**src/rtl/rc_pkg.sv**
```systemverilog
package rc_pkg;
  typedef enum logic [1:0] {
    POOL_OFF = 2'd0,
    POOL_W2  = 2'd1,
    POOL_W3  = 2'd2,
    POOL_ALT = 2'd3
  } pool_sel_e;

  // Window side in samples for a pooling selector; 1 means no pooling.
  function automatic logic [1:0] window_side(input logic [1:0] sel);
    case (pool_sel_e'(sel))
      POOL_W2: return 2'd2;
      POOL_W3: return 2'd3;
      default: return 2'd1;
    endcase
  endfunction
endpackage

```
**src/rtl/rc_grant_arbiter.sv**
```systemverilog
module rc_grant_arbiter #(
  parameter int NUM_PE = 4,
  parameter int RES_W  = 16,
  localparam int IDX_W = $clog2(NUM_PE)
) (
  input  logic                    clk,
  input  logic                    rst_n,
  input  logic [NUM_PE-1:0]       pe_valid,
  input  logic [NUM_PE*RES_W-1:0] pe_result,
  output logic [NUM_PE-1:0]       pending,
  output logic [NUM_PE-1:0]       grant_oh,
  output logic                    grant_valid,
  output logic [IDX_W-1:0]        grant_idx,
  output logic [RES_W-1:0]        grant_data
);
  logic [RES_W-1:0] held [NUM_PE];

  // Fixed priority: lowest element index wins.
  always_comb begin
    grant_oh    = '0;
    grant_valid = 1'b0;
    grant_idx   = '0;
    for (int i = 0; i < NUM_PE; i++) begin
      if (pending[i] && !grant_valid) begin
        grant_valid = 1'b1;
        grant_idx   = IDX_W'(i);
        grant_oh[i] = 1'b1;
      end
    end
  end

  assign grant_data = held[grant_idx];

  always_ff @(posedge clk or negedge rst_n) begin
    if (!rst_n) pending <= '0;
    else        pending <= (pending & ~grant_oh) | pe_valid;
  end

  always_ff @(posedge clk) begin
    for (int i = 0; i < NUM_PE; i++) begin
      if (pe_valid[i]) held[i] <= pe_result[i*RES_W +: RES_W];
    end
  end
endmodule

```
**src/rtl/rc_window_tracker.sv**
```systemverilog
module rc_window_tracker #(
  parameter int NUM_PE = 4,
  parameter int COL_W  = 6,
  parameter int PX_W   = 4,
  parameter int ADDR_W = 14,
  localparam int IDX_W = $clog2(NUM_PE)
) (
  input  logic              clk,
  input  logic              rst_n,
  input  logic              restart,
  input  logic [1:0]        win,
  input  logic [COL_W-1:0]  row_len,
  input  logic              grant_valid,
  input  logic [IDX_W-1:0]  grant_idx,
  output logic              sel_first,
  output logic              sel_last,
  output logic [PX_W-1:0]   sel_px,
  output logic [ADDR_W-1:0] sel_oidx
);
  // Per-element raster position: column, column inside window, row inside
  // window, pooled column and count of writes issued.
  logic [COL_W-1:0]  col_q  [NUM_PE];
  logic [1:0]        cx_q   [NUM_PE];
  logic [1:0]        ry_q   [NUM_PE];
  logic [PX_W-1:0]   px_q   [NUM_PE];
  logic [ADDR_W-1:0] oidx_q [NUM_PE];

  logic end_row, end_cx, end_ry;

  assign end_row   = col_q[grant_idx] == row_len - COL_W'(1);
  assign end_cx    = cx_q[grant_idx] == win - 2'd1;
  assign end_ry    = ry_q[grant_idx] == win - 2'd1;
  assign sel_first = (cx_q[grant_idx] == 2'd0) && (ry_q[grant_idx] == 2'd0);
  assign sel_last  = end_cx && end_ry;
  assign sel_px    = px_q[grant_idx];
  assign sel_oidx  = oidx_q[grant_idx];

  always_ff @(posedge clk or negedge rst_n) begin
    if (!rst_n) begin
      for (int i = 0; i < NUM_PE; i++) begin
        col_q[i] <= '0; cx_q[i] <= '0; ry_q[i] <= '0; px_q[i] <= '0; oidx_q[i] <= '0;
      end
    end else if (restart) begin
      for (int i = 0; i < NUM_PE; i++) begin
        col_q[i] <= '0; cx_q[i] <= '0; ry_q[i] <= '0; px_q[i] <= '0; oidx_q[i] <= '0;
      end
    end else if (grant_valid) begin
      if (end_row) begin
        col_q[grant_idx] <= '0;
        cx_q[grant_idx]  <= '0;
        px_q[grant_idx]  <= '0;
        ry_q[grant_idx]  <= end_ry ? 2'd0 : ry_q[grant_idx] + 2'd1;
      end else begin
        col_q[grant_idx] <= col_q[grant_idx] + COL_W'(1);
        cx_q[grant_idx]  <= end_cx ? 2'd0 : cx_q[grant_idx] + 2'd1;
        if (end_cx && win != 2'd1) px_q[grant_idx] <= px_q[grant_idx] + PX_W'(1);
      end
      if (sel_last) oidx_q[grant_idx] <= oidx_q[grant_idx] + ADDR_W'(1);
    end
  end
endmodule

```
**src/rtl/rc_bias_pool_stage.sv**
```systemverilog
module rc_bias_pool_stage #(
  parameter int NUM_PE = 4,
  parameter int RES_W  = 16,
  parameter int MAP_W  = 6,
  parameter int ADDR_W = 14,
  parameter int PX_W   = 4,
  localparam int IDX_W = $clog2(NUM_PE),
  localparam int WIDE  = ADDR_W + MAP_W,
  localparam int DEPTH = 1 << PX_W
) (
  input  logic              clk,
  input  logic              rst_n,
  input  logic              grant_valid,
  input  logic [IDX_W-1:0]  grant_idx,
  input  logic [RES_W-1:0]  grant_data,
  input  logic              sel_first,
  input  logic              sel_last,
  input  logic [PX_W-1:0]   sel_px,
  input  logic [ADDR_W-1:0] sel_oidx,
  input  logic [RES_W-1:0]  bias_data,
  input  logic [MAP_W-1:0]  map_cnt,
  input  logic [MAP_W-1:0]  map_base,
  output logic              s1_valid,
  output logic              fm_we,
  output logic [ADDR_W-1:0] fm_addr,
  output logic [RES_W-1:0]  fm_wdata
);
  function automatic logic [RES_W-1:0] sat_sum(input logic [RES_W-1:0] a, input logic [RES_W-1:0] b);
    logic [RES_W:0] t;
    t = {a[RES_W-1], a} + {b[RES_W-1], b};
    if (t[RES_W] != t[RES_W-1])
      return t[RES_W] ? {1'b1, {(RES_W-1){1'b0}}} : {1'b0, {(RES_W-1){1'b1}}};
    return t[RES_W-1:0];
  endfunction

  function automatic logic [RES_W-1:0] larger(input logic [RES_W-1:0] a, input logic [RES_W-1:0] b);
    return ($signed(a) > $signed(b)) ? a : b;
  endfunction

  function automatic logic [ADDR_W-1:0] map_addr(input logic [ADDR_W-1:0] idx, input logic [MAP_W-1:0] cnt,
                                                 input logic [MAP_W-1:0] base, input logic [IDX_W-1:0] pe);
    logic [WIDE-1:0] full;
    full = WIDE'(idx) * WIDE'(cnt) + WIDE'(base) + WIDE'(pe);
    return full[ADDR_W-1:0];
  endfunction

  logic              s1_first, s1_last;
  logic [IDX_W-1:0]  s1_pe;
  logic [RES_W-1:0]  s1_data;
  logic [PX_W-1:0]   s1_px;
  logic [ADDR_W-1:0] s1_oidx;
  logic [RES_W-1:0]  pbuf [NUM_PE][DEPTH];
  logic [RES_W-1:0]  biased, pooled;

  assign biased = sat_sum(s1_data, bias_data);
  assign pooled = s1_first ? biased : larger(pbuf[s1_pe][s1_px], biased);

  always_ff @(posedge clk or negedge rst_n) begin
    if (!rst_n) begin
      s1_valid <= 1'b0; s1_first <= 1'b0; s1_last <= 1'b0; s1_pe <= '0;
      s1_data <= '0; s1_px <= '0; s1_oidx <= '0;
    end else begin
      s1_valid <= grant_valid;
      s1_first <= sel_first;
      s1_last  <= sel_last;
      s1_pe    <= grant_idx;
      s1_data  <= grant_data;
      s1_px    <= sel_px;
      s1_oidx  <= sel_oidx;
    end
  end

  always_ff @(posedge clk) begin
    if (s1_valid && !s1_last) pbuf[s1_pe][s1_px] <= pooled;
  end

  always_ff @(posedge clk or negedge rst_n) begin
    if (!rst_n) begin
      fm_we <= 1'b0; fm_addr <= '0; fm_wdata <= '0;
    end else begin
      fm_we    <= s1_valid && s1_last;
      fm_addr  <= map_addr(s1_oidx, map_cnt, map_base, s1_pe);
      fm_wdata <= pooled;
    end
  end
endmodule

```
**src/rtl/result_collector.sv**
```systemverilog
module result_collector #(
  parameter int NUM_PE    = 4,
  parameter int RES_W     = 16,
  parameter int MAP_W     = 6,
  parameter int COL_W     = 6,
  parameter int BUF_DEPTH = 16,
  parameter int ADDR_W    = 14
) (
  input  logic                    clk,
  input  logic                    rst_n,
  input  logic                    cfg_load,
  input  logic [1:0]              cfg_pool,
  input  logic [COL_W-1:0]        cfg_row_len,
  input  logic [MAP_W-1:0]        cfg_map_cnt,
  input  logic [MAP_W-1:0]        cfg_map_base,
  input  logic [NUM_PE-1:0]       pe_valid,
  input  logic [NUM_PE*RES_W-1:0] pe_result,
  output logic                    bias_rd_en,
  output logic [MAP_W-1:0]        bias_rd_addr,
  input  logic [RES_W-1:0]        bias_rd_data,
  output logic                    fm_we,
  output logic [ADDR_W-1:0]       fm_addr,
  output logic [RES_W-1:0]        fm_wdata
);
  localparam int IDX_W = $clog2(NUM_PE);
  localparam int PX_W  = $clog2(BUF_DEPTH);

  logic [1:0]       cfg_pool_q;
  logic [COL_W-1:0] cfg_row_q;
  logic [MAP_W-1:0] cfg_cnt_q, cfg_base_q;
  logic [1:0]       win;

  always_ff @(posedge clk or negedge rst_n) begin
    if (!rst_n) begin
      cfg_pool_q <= '0; cfg_row_q <= '0; cfg_cnt_q <= '0; cfg_base_q <= '0;
    end else if (cfg_load) begin
      cfg_pool_q <= cfg_pool; cfg_row_q <= cfg_row_len;
      cfg_cnt_q  <= cfg_map_cnt; cfg_base_q <= cfg_map_base;
    end
  end

  assign win = rc_pkg::window_side(cfg_pool_q);

  // Named internal events, also used by the bound checker.
  logic [NUM_PE-1:0] pending, grant_oh;
  logic              grant_valid, s1_valid;
  logic [IDX_W-1:0]  grant_idx;
  logic [RES_W-1:0]  grant_data;
  logic              sel_first, sel_last;
  logic [PX_W-1:0]   sel_px;
  logic [ADDR_W-1:0] sel_oidx;

  rc_grant_arbiter #(.NUM_PE(NUM_PE), .RES_W(RES_W)) u_arb (
    .clk(clk), .rst_n(rst_n), .pe_valid(pe_valid), .pe_result(pe_result),
    .pending(pending), .grant_oh(grant_oh), .grant_valid(grant_valid),
    .grant_idx(grant_idx), .grant_data(grant_data)
  );

  rc_window_tracker #(.NUM_PE(NUM_PE), .COL_W(COL_W), .PX_W(PX_W), .ADDR_W(ADDR_W)) u_trk (
    .clk(clk), .rst_n(rst_n), .restart(cfg_load), .win(win), .row_len(cfg_row_q),
    .grant_valid(grant_valid), .grant_idx(grant_idx), .sel_first(sel_first),
    .sel_last(sel_last), .sel_px(sel_px), .sel_oidx(sel_oidx)
  );

  assign bias_rd_en   = grant_valid;
  assign bias_rd_addr = cfg_base_q + MAP_W'(grant_idx);

  rc_bias_pool_stage #(.NUM_PE(NUM_PE), .RES_W(RES_W), .MAP_W(MAP_W), .ADDR_W(ADDR_W), .PX_W(PX_W)) u_stage (
    .clk(clk), .rst_n(rst_n), .grant_valid(grant_valid), .grant_idx(grant_idx),
    .grant_data(grant_data), .sel_first(sel_first), .sel_last(sel_last),
    .sel_px(sel_px), .sel_oidx(sel_oidx), .bias_data(bias_rd_data),
    .map_cnt(cfg_cnt_q), .map_base(cfg_base_q), .s1_valid(s1_valid),
    .fm_we(fm_we), .fm_addr(fm_addr), .fm_wdata(fm_wdata)
  );
endmodule

```
**config.mk**
```make
export PLATFORM = sky130hd
export DESIGN_NAME = result_collector
export DESIGN_NICKNAME = d
export VERILOG_FILES = /design/src/rtl/rc_pkg.sv /design/src/rtl/rc_grant_arbiter.sv /design/src/rtl/rc_window_tracker.sv /design/src/rtl/rc_bias_pool_stage.sv /design/src/rtl/result_collector.sv
export SDC_FILE = /design/constraint.sdc
export NUM_CORES = 2
export LEC_CHECK = 0
export ABC_AREA = 1
export CORE_MARGIN = 2
export CORE_UTILIZATION = 40
export DETAILED_ROUTE_END_ITERATION = 10
export DONT_BUFFER_PORTS = 1
export MAX_ROUTING_LAYER = met4
export PLACE_DENSITY = 0.51
export SYNTH_ARGS = -nofsm -noshare
export SYNTH_HDL_FRONTEND = slang
export SYNTH_SLANG_ARGS = --single-unit
```
**constraint.sdc**
```tcl
create_clock -name clk -period 7.9 [get_ports clk]
set_input_delay 1.58 -clock clk [delete_from_list [all_inputs] [get_ports clk]]
set_output_delay 1.58 -clock clk [all_outputs]
set_load 0.05 [all_outputs]
```
==> flow_summary_export.csv <==
group,metric,value,unit
cts,clk_path_buf_depth,3,
cts,clk_latency,790,ps
sta,skew,32.1,ps
synth,synthAdderAreaFrac,3.31,%
worst_setup_path,max_stage_delay,970,ps
sta,setup_tns,0,ps
synth,synth_top_cell_by_area,"edfxtp_1",
cts,cts_tree,"yes",
cts,numCtsBuffers,142,
sta,fin_crit,6230,ps
grt,antenna_found_initial,4,
synth,yosysWarnings,0,
worst_setup_path,path_cells,"nand2_1 -> buf_4 -> inv_8 -> a22oi_1 -> nand2_1 -> a21o_1 -> nor3_1 -> nand3_1 -> ha_1 -> nand4_1 -> nor3_1 -> nand2_1 -> nand2_1 -> nand2_1 -> nand2_1 -> nor2_1 -> inv_1 -> nand2_1 -> nand2_2 -> buf_4",
synth,synth_area_leaders,"edfxtp_1 60%, dfrtp_1 9.5%, nand2_1 7.1%",
worst_setup_path,required,8490,ps
synth,synth_cell_types,53,
synth,synth_flop_cell,"edfxtp_1",
grt,grt.total_usage,24.2,%
worst_setup_path,path_max_fanout,100,
power_and_ir_drop,p_per_area,348,mW/mm²
worst_setup_path,cp-end-kind,"flop",
cts,post_cts_buffers,0,
die,dieArea,0.138,mm²
drt,routed_via_density,5.54,
worst_setup_path,cp_slowest_cell,"nor3_1",
cts,holdBufCountCts,0,
finish,drive_gt1_share,10.5,%
sta,period_share,78.9,%
synth,synth_edf_count,1088,
synth,syn_area,0.0541,mm²
synth,yosys.area_share.simple,12.0,%
synth,synth-seq-cells,1294,
die,die_h,372,µm
grt,grtUsageMet3,3.28,%
drt,drtIter0Drc,3447,
sta,timing.hold.ws,450,ps
drt,wl_per_cell,25.9,µm
synth,synth-xor-area-share,0.777,%
synth,yosysSeqAreaShare,70.0,%
synth,syn-num-nets,4528,
synth,synth.most_common_cell,"edfxtp_1",
die,core_area,0.134,mm²
finish,area_delta_synth_final,13.6,%
worst_setup_path,cp_data_arrival_time,6810,ps
worst_setup_path,critPathKind,"flop to flop",
grt,grt_pass1_wl,237,mm
outcome,status,"finished clean",
die,die_w,372,µm
sta,slew_headroom,14.9,%
drt,vias,34900,
die,start_util,40.4,%
synth,synth_mux_area_share,0,%
min_path,hold_class,"flop to flop",
sta,rsz0062_at_grt,"no",
worst_setup_path,path_common_cell,"nand2_1",
drt,routed_wirelength,163,mm
sta,setup_violations,0,
synth,syn_inst,4305,
cts,cts.sinks,1294,
cts,htree_levels,4,
drt,postRouteAntennaNets,0,
grt,met2_usage,37.8,%
synth,synthTopCellsByCount,"1,088 x edfxtp_1, 1,028 x nand2_1, 478 x a22oi_1",
cts,cts_resized,0,
sta,slew_violations,0,
grt,grt_pass1_vias,33700,
sta,worstMarginPinSlew,1270,ps
drt,remaining_drc_errors,0,
synth,post-synth-top-area-fraction,60.4,%
grt,top_usage_layer,"met2",
worst_setup_path,worst-path-buf-inv,4,
worst_setup_path,critPathLaunchType,"flop",
die,rows,134,
placement,numPlacedInstances,6022,
placement,dp_hpwl,98.4,mm
grt,grt_max_degree,207,
die,ios,145,
placement,io_buffers,0,
worst_setup_path,critical-path-top-delay-family,"simple AND/OR/NAND/NOR gates",
power_and_ir_drop,ir_drop,0.396,mV
cts,cts-root-buf,"clkbuf_16",
flow_run,cap_viol_max_count,0,
synth,synth_top_family_by_area,"simple AND/OR/NAND/NOR gates",
synth,synth.avg_cell_area,12.6,µm²
drt,first_pass_iters,7,
sta,clock.fmax,161,MHz
synth,synth-async-reset-ratio,15.9,%
sta,report.final.hold_viol_count,0,
power_and_ir_drop,power.leakage,0.0231,µW
finish,instances_no_fill,6286,
grt,grt_overflow,0,
cts,cts.clk_slew.worst_paths,60,ps
finish,nets,4621,
grt,grt_util_met1,33.6,%
synth,synth_compound_area_share,10.5,%
placement,globalplace.congestion,0.841,
-- state kept, by name (all words and copies together), names as in the netlist --
signal            flops
u_trk.col_q          24
u_stage.pbuf       1024
u_stage.s1_oidx      14
u_stage.fm_we         1
u_stage.s1_pe         2
cfg_pool_q            2
cfg_base_q            6
cfg_row_q             6
u_trk.oidx_q         56
u_arb.pending         4
u_trk.cx_q            8
u_arb.held           64
u_trk.px_q           16
u_stage.s1_first      1
u_stage.s1_px         4
u_trk.ry_q            8
u_stage.s1_data      16
u_stage.s1_last       1
u_stage.fm_addr      14
u_stage.fm_wdata     16
u_stage.s1_valid      1
cfg_cnt_q             6
-- logic make-up (layout without fill, tap and decap cells) --
| kind of cell | count (synthesis) | after routing |
|---|---|---|
| flops | 1294 | 1294 |
| buf+inv | 445 | 654 |
| other cells | 0 | 4 |
| compound gates | 865 | 865 |
| simple gates | 1537 | 1537 |
| xor+xnor | 48 | 48 |
| fa+ha+maj | 116 | 116 |
-- placed cells by master (no fill, tap or decap), types with 8 or more instances in the layout --
cell type and instances:
edfxtp_1 1088, nand2_1 1013, a22oi_1 478, inv_1 236
a21oi_1 214, dfrtp_1 206, nor2_1 183, clkbuf_16 146
nand3_1 133, buf_4 122, o21ai_0 107, ha_1 71
nand4_1 58, or2_2 53, fa_1 45, xor2_1 34
clkinv_2 30, clkbuf_1 30, nand2_2 27, clkinv_1 27
buf_12 23, nor3_1 15, xnor2_1 14, nand3b_1 13
nor2_4 12, a22o_1 10, a21o_1 10, clkbuf_8 9
o22ai_1 8, o31ai_1 8, bufinv_16 8
-- stage by stage --
step | instance area, µm² | total power (µW) | setup slack (ps) | util (%)
2_1_floorplan | 54100 | 12600 | 934 | -
3_3_place_gp | 56800 | 15000 | 868 | 42.5
3_5_place_dp | 56900 | 15000 | 856 | 42.5
4_1_cts | 61400 | 21600 | 1680 | 45.9
5_1_grt | 61400 | 22200 | 1020 | 45.9
6_report | 61400 | 21400 | 1670 | 45.9
-- tightest hold or removal path: stages (launching register included) --
cell and delay, ps:
edfxtp_1 320, nand2_1 50, nand4_1 60
-- report_power, final --
group          leakage [µW]  total, µW  internal [µW]  switching (µW)
Sequential           0.0126      10200           9830             348
Combinational       0.00824       4650            947            3700
Clock               0.00224       6530           3750            2780
-- final cells by class --
cell class                      instances  area (µm²)
Antenna cell                            4        10.0
Clock buffer                          185        3890
Clock inverter                         75         659
Fill cell                           12200       72400
Inverter                              249         948
Multi-Input combinational cell       2566       14500
Sequential cell                      1294       37800
Tap cell                             1768        2210
Timing Repair Buffer                  145        1380
-- final timing paths --
check	from	to	slack, ps	cells past startpoint
setup / recovery	u_stage.s1_pe[0]	u_stage.pbuf[1][0]	1670	20
hold reg to reg	u_arb.held[0][4]	u_stage.s1_data[4]	450	2
hold / removal	u_arb.held[0][4]	u_stage.s1_data[4]	450	2
setup reg to reg	u_stage.s1_pe[0]	u_stage.pbuf[1][0]	1670	20
max in group asynchronous	rst_n	u_stage.s1_data[8]	6740	0
min in group asynchronous	rst_n	u_stage.fm_wdata[8]	510	0
-- metal layers --
layer  part of all wire, %  wire, µm
met1                    44     72400
met2                    48     78400
met3                   5.3      8670
met4                   2.0      3340
met5                     0         0
No activity file was read; power rests on OpenSTA's default activity.
